[src/rtl/ldec_pkg.sv]
package ldec_pkg;

  typedef enum logic [2:0] {
    FT_DATA  = 3'd0,
    FT_CTRL  = 3'd1,
    FT_FILL0 = 3'd2,
    FT_FILL1 = 3'd3,
    FT_ERR   = 3'd4
  } ftype_e;

  localparam int CF_W = 4;

endpackage

[src/rtl/ldec_cfield.sv]
module ldec_cfield (
  input  logic [3:0] cfield,
  output logic       is_data,
  output logic       is_ctrl,
  output logic       invert,
  output logic       flag,
  output logic       mt_ok
);

  always_comb begin
    is_data = 1'b0;
    is_ctrl = 1'b0;
    invert  = 1'b0;
    flag    = 1'b0;
    unique case (cfield)
      4'b1101: begin is_data = 1'b1; end
      4'b0010: begin is_data = 1'b1; invert = 1'b1; end
      4'b1011: begin is_data = 1'b1; flag = 1'b1; end
      4'b0100: begin is_data = 1'b1; flag = 1'b1; invert = 1'b1; end
      4'b0011: begin is_ctrl = 1'b1; end
      4'b1100: begin is_ctrl = 1'b1; invert = 1'b1; end
      default: ;
    endcase
    mt_ok = cfield[2] ^ cfield[1];
  end

endmodule

[src/rtl/ldec_fill.sv]
module ldec_fill #(
  parameter int DATA_W = 20
) (
  input  logic                  clk,
  input  logic                  rst_n,
  input  logic [DATA_W+3:0]     frame,
  output logic                  is_fill0,
  output logic                  is_fill1
);

  localparam int FRAME_W = DATA_W + 4;
  localparam int HALF    = DATA_W / 2;

  function automatic logic [FRAME_W-1:0] mk_fill(input int ones);
    logic [FRAME_W-1:0] p;
    p = '0;
    for (int i = 0; i < DATA_W; i++) begin
      p[FRAME_W-1-i] = (i < ones);
    end
    p[3:0] = 4'b0011;
    return p;
  endfunction

  localparam logic [FRAME_W-1:0] FILL0  = mk_fill(HALF);
  localparam logic [FRAME_W-1:0] FILL1A = mk_fill(HALF + 1);
  localparam logic [FRAME_W-1:0] FILL1B = mk_fill(HALF - 1);

  assign is_fill0 = (frame == FILL0);
  assign is_fill1 = (frame == FILL1A) || (frame == FILL1B);

  p_fill_excl_r3: assert property (@(posedge clk) disable iff (!rst_n)
    !(is_fill0 && is_fill1));

endmodule

[src/rtl/ldec_flag_trk.sv]
module ldec_flag_trk (
  input  logic clk,
  input  logic rst_n,
  input  logic toggle_en,
  input  logic chk_en,
  input  logic flag,
  output logic viol
);

  logic have_prev_q, have_prev_d;
  logic prev_flag_q, prev_flag_d;

  always_comb begin
    have_prev_d = have_prev_q;
    prev_flag_d = prev_flag_q;
    if (!toggle_en) begin
      have_prev_d = 1'b0;
    end else if (chk_en) begin
      have_prev_d = 1'b1;
      prev_flag_d = flag;
    end
  end

  always_ff @(posedge clk or negedge rst_n) begin
    if (!rst_n) begin
      have_prev_q <= 1'b0;
      prev_flag_q <= 1'b0;
    end else begin
      have_prev_q <= have_prev_d;
      prev_flag_q <= prev_flag_d;
    end
  end

  assign viol = chk_en & toggle_en & have_prev_q & (flag == prev_flag_q);

  // no history survives a cleared mode
  p_hist_clear_r7: assert property (@(posedge clk) disable iff (!rst_n)
    !toggle_en |=> !have_prev_q);

endmodule

[src/rtl/ldec_frame_decoder.sv]
module ldec_frame_decoder
  import ldec_pkg::*;
#(
  parameter int DATA_W  = 20,
  parameter int CTRL_HI = 8
) (
  input  logic                clk,
  input  logic                rst_n,
  input  logic                in_valid,
  input  logic [DATA_W+3:0]   in_frame,
  input  logic                flag_toggle_en,
  output logic                out_valid,
  output logic [DATA_W-1:0]   out_word,
  output logic                out_flag,
  output logic [2:0]          out_type,
  output logic                out_err,
  output logic                out_mt_ok
);

  localparam int FRAME_W  = DATA_W + CF_W;
  localparam int PAIR_LSB = DATA_W - CTRL_HI - 2;

  logic [DATA_W-1:0] dfield, dcorr, ctrl_word;
  logic [CF_W-1:0]   cfield;
  logic              is_data, is_ctrl, invert, cf_flag, mt_ok;
  logic              is_fill0, is_fill1, pair_ok, viol;

  ftype_e            nxt_type;
  logic [DATA_W-1:0] nxt_word;
  logic              nxt_flag;

  assign dfield = in_frame[FRAME_W-1:CF_W];
  assign cfield = in_frame[CF_W-1:0];

  ldec_cfield u_cf (
    .cfield  (cfield),
    .is_data (is_data),
    .is_ctrl (is_ctrl),
    .invert  (invert),
    .flag    (cf_flag),
    .mt_ok   (mt_ok)
  );

  ldec_fill #(.DATA_W(DATA_W)) u_fill (
    .clk      (clk),
    .rst_n    (rst_n),
    .frame    (in_frame),
    .is_fill0 (is_fill0),
    .is_fill1 (is_fill1)
  );

  ldec_flag_trk u_trk (
    .clk       (clk),
    .rst_n     (rst_n),
    .toggle_en (flag_toggle_en),
    .chk_en    (in_valid & is_data),
    .flag      (cf_flag),
    .viol      (viol)
  );

  assign dcorr     = dfield ^ {DATA_W{invert}};
  assign pair_ok   = (dcorr[PAIR_LSB+1:PAIR_LSB] == 2'b01);
  assign ctrl_word = {2'b00, dcorr[DATA_W-1 -: CTRL_HI], dcorr[PAIR_LSB-1:0]};

  always_comb begin
    nxt_type = FT_ERR;
    nxt_word = '0;
    nxt_flag = 1'b0;
    if (is_fill0) begin
      nxt_type = FT_FILL0;
    end else if (is_fill1) begin
      nxt_type = FT_FILL1;
    end else if (is_data && !viol) begin
      nxt_type = FT_DATA;
      nxt_word = dcorr;
      nxt_flag = cf_flag;
    end else if (is_ctrl && pair_ok) begin
      nxt_type = FT_CTRL;
      nxt_word = ctrl_word;
    end
  end

  always_ff @(posedge clk or negedge rst_n) begin
    if (!rst_n) begin
      out_valid <= 1'b0;
      out_word  <= '0;
      out_flag  <= 1'b0;
      out_type  <= 3'd0;
      out_err   <= 1'b0;
      out_mt_ok <= 1'b0;
    end else begin
      out_valid <= in_valid;
      if (in_valid) begin
        out_word  <= nxt_word;
        out_flag  <= nxt_flag;
        out_type  <= nxt_type;
        out_err   <= (nxt_type == FT_ERR);
        out_mt_ok <= mt_ok;
      end
    end
  end

  p_valid_lat_r8: assert property (@(posedge clk) disable iff (!rst_n)
    in_valid |=> out_valid);
  p_idle_lat_r8: assert property (@(posedge clk) disable iff (!rst_n)
    !in_valid |=> !out_valid);
  p_idle_hold_r8: assert property (@(posedge clk) disable iff (!rst_n)
    !in_valid |=> ($stable(out_word) && $stable(out_type) && $stable(out_err)));
  p_no_mt_err_r4: assert property (@(posedge clk) disable iff (!rst_n)
    (in_valid && (in_frame[2] == in_frame[1])) |=> (out_err && !out_mt_ok));
  p_alt_code_err_r5: assert property (@(posedge clk) disable iff (!rst_n)
    (in_valid && ((cfield == 4'b1010) || (cfield == 4'b0101))) |=> out_err);
  p_ctrl_pad_r2: assert property (@(posedge clk) disable iff (!rst_n)
    (out_valid && (out_type == FT_CTRL)) |-> (out_word[DATA_W-1 -: 2] == 2'b00));
  p_flag_nondata_r10: assert property (@(posedge clk) disable iff (!rst_n)
    (out_valid && (out_type != FT_DATA)) |-> !out_flag);

endmodule

[config.mk]
export PLATFORM = sky130hd
export DESIGN_NAME = ldec_frame_decoder
export DESIGN_NICKNAME = d
export VERILOG_FILES = /design/src/rtl/ldec_pkg.sv /design/src/rtl/ldec_cfield.sv /design/src/rtl/ldec_fill.sv /design/src/rtl/ldec_flag_trk.sv /design/src/rtl/ldec_frame_decoder.sv
export SDC_FILE = /design/constraint.sdc
export NUM_CORES = 1
export LEC_CHECK = 0
export BUFFER_PORTS_ARGS = -buffer_cell sky130_fd_sc_hd__buf_2
export CAP_MARGIN = 20
export CORE_AREA = 5 5 60 62
export DETAILED_ROUTE_END_ITERATION = 10
export DIE_AREA = 0 0 65 67
export PLACE_DENSITY = 0.8
export REMOVE_ABC_BUFFERS = 1
export SLEW_MARGIN = 20
export SYNTH_ARGS = -nofsm -noshare
export SYNTH_HDL_FRONTEND = slang
export SYNTH_SLANG_ARGS = --single-unit
[constraint.sdc]
create_clock -name clk -period 2.9 [get_ports clk]
set_input_delay 0.58 -clock clk [delete_from_list [all_inputs] [get_ports clk]]
set_output_delay 0.58 -clock clk [all_outputs]
set_load 0.01 [all_outputs]
Yosys cells after proc, flatten, opt, wreduce, memory -nomap -nowiden
Cells that the tools add are included.
Widths: inputs -> output; s select.
{ "classes": {"div": 0, "multipliers": 0, "reduce_logical": 9, "n_eq_ne": 13, "addsub": 0, "muxes": 17, "bitwise_logic": 6, "shifts": 0, "n_lt_le_gt_ge": 0} }
{ "op_table": {"columns": ["op", "n"], "rows": [
  ["$eq 24x24->1 const B", 3],
  ["$mux 20", 3],
  ["$xor 20x20->20", 1],
  ["$mux 18", 1],
  ["$eq 4x4->1 const B", 3],
  ["$mux 3", 4],
  ["$mux 1", 9],
  ["$eq 4x2->1 const B", 2],
  ["$and 1x1->1", 4],
  ["$eq 4x3->1 const B", 1],
  ["$reduce_or 2->1", 2],
  ["$reduce_or 4->1", 1],
  ["$eq 3x3->1 const B", 1],
  ["$reduce_or 3->1", 1],
  ["$eq 2x1->1 const B", 1],
  ["$logic_and 1x1->1", 2],
  ["$ne 2x1->1 const B", 1],
  ["$reduce_and 2->1", 1],
  ["$eq 1x1->1", 1],
  ["$logic_not 1->1", 1],
  ["$logic_or 1x1->1", 1],
  ["$xor 1x1->1", 1]
]} }
{ "totals": {"ff_bits": 29, "latch_bits": 0, "elab_cells": 53, "ram_bits": 0, "mem_bits_ro": 0, "input_bits": 28, "output_inout_bits": 27, "mem_count": 0} }

Depth between registers and ports, before layout
{ "depth": {"depth_word": 13, "mapped_depth": 7, "depth_no_buf": 5} }

Modules after synthesis
A second synthesis with hierarchy kept.
{ "hier_totals": {"cells_unflattened": 139, "area_unflattened_um2": 1700.4} }
{ "modules_own_cells": {"columns": ["mod", "seq_area_each_um2", "instances", "area_per_inst_um2", "cells_each"], "rows": [
  ["ldec_frame_decoder", 675.6, 1, 1413.9, 109],
  ["ldec_cfield", 0.0, 1, 100.1, 11],
  ["ldec_fill", 0.0, 1, 93.8, 12],
  ["ldec_flag_trk", 50.0, 1, 92.6, 7]
]} }

Least setup slack after synthesis
Ideal clock, no wire load.
{ "synth_path": {"path_type": "input to register", "startpoint": "input in_frame[7]", "endpoint": "register out_type[0]", "path_slack_ns": 0.925, "arrival_time_ns": 1.850, "n_path_buf": 0, "t_required_ns": 2.775, "setup_ns": 0.125, "cell_stages": 5, "cell_sequence": "or4_1 -> nor4_1 -> and4b_1 -> a21oi_1 -> mux2_2"} }
{ "synth_via": {"elab_chain_len": 4, "word_cells_on_any_way": 6, "cone_classes": "eq/ne: 3; mux: 2; reduce/logical: 1"} }
{ "synth_rtl": {"columns": ["item", "line_no", "source"], "rows": [
  ["start, declared", "ldec_frame_decoder.sv:10", "input logic [DATA_W+3:0] in_frame,"],
  ["$eq 24x24->1", "ldec_fill.sv:29", "assign is_fill1 = (frame == FILL1A) || (frame == FILL1B);"],
  ["$logic_or 1x1->1", "ldec_fill.sv:29", null],
  ["$mux 3", "ldec_frame_decoder.sv:71", "end else if (is_fill1) begin"],
  ["$mux 3 (*)", "ldec_frame_decoder.sv:69", "if (is_fill0) begin"],
  ["end signal, assigned", "ldec_frame_decoder.sv:96", "out_type <= nxt_type;"],
  ["end, declared", "ldec_frame_decoder.sv:15", "output logic [2:0] out_type,"]
]} }
Mark *: on every way between the ends. The rest lies on a longest branch, timed or not.
A chain may end at the register's enable or synchronous reset.

Worst setup path after layout
{ "layout_path": {"startpoint": "input in_frame[0]", "endpoint": "register out_word[5]"} }
{ "layout_via": {"elab_chain_len": 12, "word_cells_on_any_way": 32, "cone_classes": "eq/ne: 11; mux: 8; bitwise: 5; reduce/logical: 8"} }
{ "layout_rtl": {"columns": ["item", "line_no", "source"], "rows": [
  ["$eq 4x4->1, or another cell as far along", "ldec_cfield.sv:15", "unique case (cfield)"],
  ["$reduce_or 4->1 (no line)", null, null],
  ["$mux 1", "ldec_cfield.sv:15", null],
  ["$and 1x1->1", "ldec_frame_decoder.sv:56", ".chk_en (in_valid & is_data),"],
  ["$and 1x1->1 (3 in a row)", "ldec_flag_trk.sv:34", "assign viol = chk_en & toggle_en & have_prev_q & (flag == prev_flag_q);"],
  ["$logic_not 1->1", "ldec_frame_decoder.sv:73", "end else if (is_data && !viol) begin"],
  ["$logic_and 1x1->1", "ldec_frame_decoder.sv:73", null],
  ["$mux 20", "ldec_frame_decoder.sv:73", null],
  ["$mux 20", "ldec_frame_decoder.sv:71", null],
  ["$mux 20 (*)", "ldec_frame_decoder.sv:69", null],
  ["end signal, assigned", "ldec_frame_decoder.sv:94", "out_word <= nxt_word;"],
  ["end, declared", "ldec_frame_decoder.sv:13", "output logic [DATA_W-1:0] out_word,"]
]} }
Marked as above.

==> results by group <==
Run status
  – Outcome: complete, no violations

Placed design
  – Dpl cell area: 0.00182 mm^2
  – Post-DP HPWL: 2670 um
  – Placer Congestion: 0.765
  – Placed cells: 226
  – Port Buf Inserts: 54
  – Pre-CTS setup slack: ~0.52 ns

Worst setup path
  – Setup crit start kind: input pin
  – Worst Setup Path Type: in2reg
  – FF-to-FF setup slack: 1.32 ns
  – CP max FO: 13
  – Worst Path Required: 3.09 ns
  – Reg-to-Reg End: out_word[5]$_DFFE_PN0P_
  – Worst EP arrival: 2.25 ns
  – R2r startpoint: u_trk.have_prev_q$_DFFE_PN0P_
  – Crit. End Element: flip-flop
  – Reg2Reg Depth: 5

Clock tree
  – Root Buffer: clkbuf_4
  – Clock slew at reported path FFs: ~0.080 ns
  – Clock sinks: 29
  – CTS tree: done
  – Num CTS Buffers: 5
  – Clock latency on the worst-skew pair: 0.32 ns
  – Worst-case clock buffer depth: 2
  – Hold Buf Count CTS: 0
  – CTS HTree Levels: 2
  – Cts repair resizes: 0
  – Post-CTS setup buffer count: 0

STA
  – Setup Skew: 0.00582 ns
  – Max Transition Viols Final: 0
  – Final hold slack: 0.275 ns
  – Final Hold Fails: 0
  – RSZ-0062 raised after global routing: no
  – Post-route setup slack: approximately 0.84 ns
  – Final setup viols: 0
  – Slew HR: 56.8%
  – Final Cycle Share: 71.1%
  – Worst slew pin tran: 0.647 ns
  – Fmax: 485 MHz
  – Setup TNS Final: 0 ns
  – Period minus WS final: around 2.1 ns

Synthesis
  – Ys flop type: dfrtp_1
  – Synth Area in Simple Gates: 11.0%
  – Compound-Gate Fraction of Synth Area: 13.5%
  – Mean post-synth cell area: 10.6 um^2
  – Synth warnings: 0
  – FFs w/ async S/R, synth: 100%
  – Flops & latches, synth: 29
  – Mux cell area share after synthesis: 9.40%
  – Mapped Cells: 146
  – Mapped cell area: 0.00154 mm^2
  – Largest family of logic cells by synthesized area: compound AO/OA/AOI/OAI gates
  – Sequential-to-total area share from yosys stat: a little under half
  – Cell variety after synth: 32
  – Synth Area in Adders: 0%
  – Xor/xnor cell area share of the yosys netlist: between 10% and 20%
  – Number of synthesized flops with an enable pin: 0

Cells and area
  – Diode count: 0
  – Design Area, Final: 0.00188 mm^2
  – FF+latch area: between 700 and 800 um^2
  – Area Overhead vs Synth: 21.5%
  – Multi-input logic area: between 700 and 800 um^2
  – Fraction of layout cells with a size suffix above 1: 39.8%
  – Commonest non-fill, non-tap cell in the layout: buf_2
  – Most frequent cells in the layout: buf_2, dfrtp_1, o22ai_1, xor2_1, inv_1
  – Fin cells: 234
  – Net count, final: 228
  – Filler instances: 251

Floorplan
  – Die area: 0.00436 mm^2
  – Initial core utilization: 51.8%
  – Total core area: 0.00298 mm^2
  – Num ports: 55
  – Chip height: 67 um
  – Die span in x: between 60 and 70 um
  – Placement Rows: 20

Power and ir drop
  – VDD IR max: 269 uV
  – Net Switching: roughly 270 uW
  – Int Pwr: between 600 and 700 uW
  – Switch share: ~30%
  – PwrDens: 479 mW/mm^2
  – Clock Power Share: between 20 and 30%
  – Comb power frac: a little under a quarter
  – Seq pwr share: between 50% and 60%
  – Leak: 0.000953 uW

Global routing
  – Initial antenna violation count: 0
  – Largest net degree at the start of global routing: 30
  – Vias in the first global route: 1338
  – Gr ovfl total: 0
  – First-pass GRT wire length: 5800 um
  – GRT Util Overall: between 15 and 20%

Detailed routing
  – DRT iter0 DRCs: 45
  – Post-DR wirelength/cell: approximately 15 um
  – First-pass DRT Iterations: 4
  – DRC Markers: 0
  – DRT Wirelength: 3500 um
  – Vias after detailed routing: ~1.3k
  – ANT nets after route: 0
  – Vias per cell: 5.46

Job
  – Max_cap viols: 0

Min path
  – Hold Path Class: in2async
## per-stage QoR
step                power (uW)  utilization [%]
floorplan                  581                -
global placement           674             61.3
detailed placement         682             61.3
CTS                        910             63.0
global route               961             63.0
finish                     898             63.0
## kinds of logic (layout without fill, tap and decap cells)
kind of cell | count (synthesis) | after routing
AO/OA/AOI/OAI | 31 | 31
XOR/XNOR | 22 | 22
buffers and inverters | 24 | 79
flip-flops | 29 | 29
multiplexers | 13 | 13
AND/OR/NAND/NOR | 27 | 27
## layer usage
layer | share of wire [%] | GRT usage [%]
met1 | 41 | 18.7
met2 | 53 | 32.1
met3 | 4.1 | 4.55
met4 | 1.7 | 7.92
met5 | 0 | 0
## cells in the mapped netlist (2+ instances only)
cell,count,share of area (%)
buf_2,4,1.3
nand4b_1,3,1.7
o21a_1,2,0.97
nand2b_1,2,0.81
nand2_1,6,1.5
inv_1,15,3.6
nor2_1,5,1.2
o22ai_1,21,8.5
dfrtp_1,29,47
xor2_1,20,11
mux2_2,12,8.8
clkbuf_1,3,0.73
xnor2_1,2,1.1
and4b_1,3,1.9
a21oi_1,2,0.65
## critical path, cell delays in order
cell	delay, ns
buf_2	0.13
or3b_4	0.42
o21a_1	0.19
o211ai_2	0.47
a21bo_2	0.34
o22ai_1	0.12
## sequential cells by signal (all words and copies together) (netlist names)
name,flops
out_word,20
out_type,3
out_err,1
out_flag,1
out_mt_ok,1
out_valid,1
u_trk.have_prev_q,1
u_trk.prev_flag_q,1
## power groups by stage
stage,clock network (uW),logic (uW),registers [uW]
floorplan,0,93.9,487
global placement,0,206,467
detailed placement,0,211,471
CTS,234,212,463
global route,261,232,469
finish,225,210,462
## layout make-up
cell class	count	share of cell area (%)
clock buffers	6	2.20
well taps	33	2.20
multi-input cells	93	38.2
repair buffers	56	15.2
inverters	15	3.00
flip-flops and latches	29	38.7
clock inverters	2	0.534
## worst max path at each step
stage	end	cells past startpoint	from	slack, ns
2_1_floorplan	out_word[17]$_DFFE_PN0P_	5	in_frame[0]	0.83
3_3_place_gp	out_word[2]$_DFFE_PN0P_	6	in_frame[0]	0.60
3_5_place_dp	out_word[5]$_DFFE_PN0P_	6	in_frame[0]	0.52
4_1_cts	out_word[5]$_DFFE_PN0P_	6	in_frame[0]	0.86
5_1_grt	out_word[4]$_DFFE_PN0P_	6	in_frame[0]	0.80
6_report	out_word[5]$_DFFE_PN0P_	6	in_frame[0]	0.84
(Power assumes the default switching activity.)
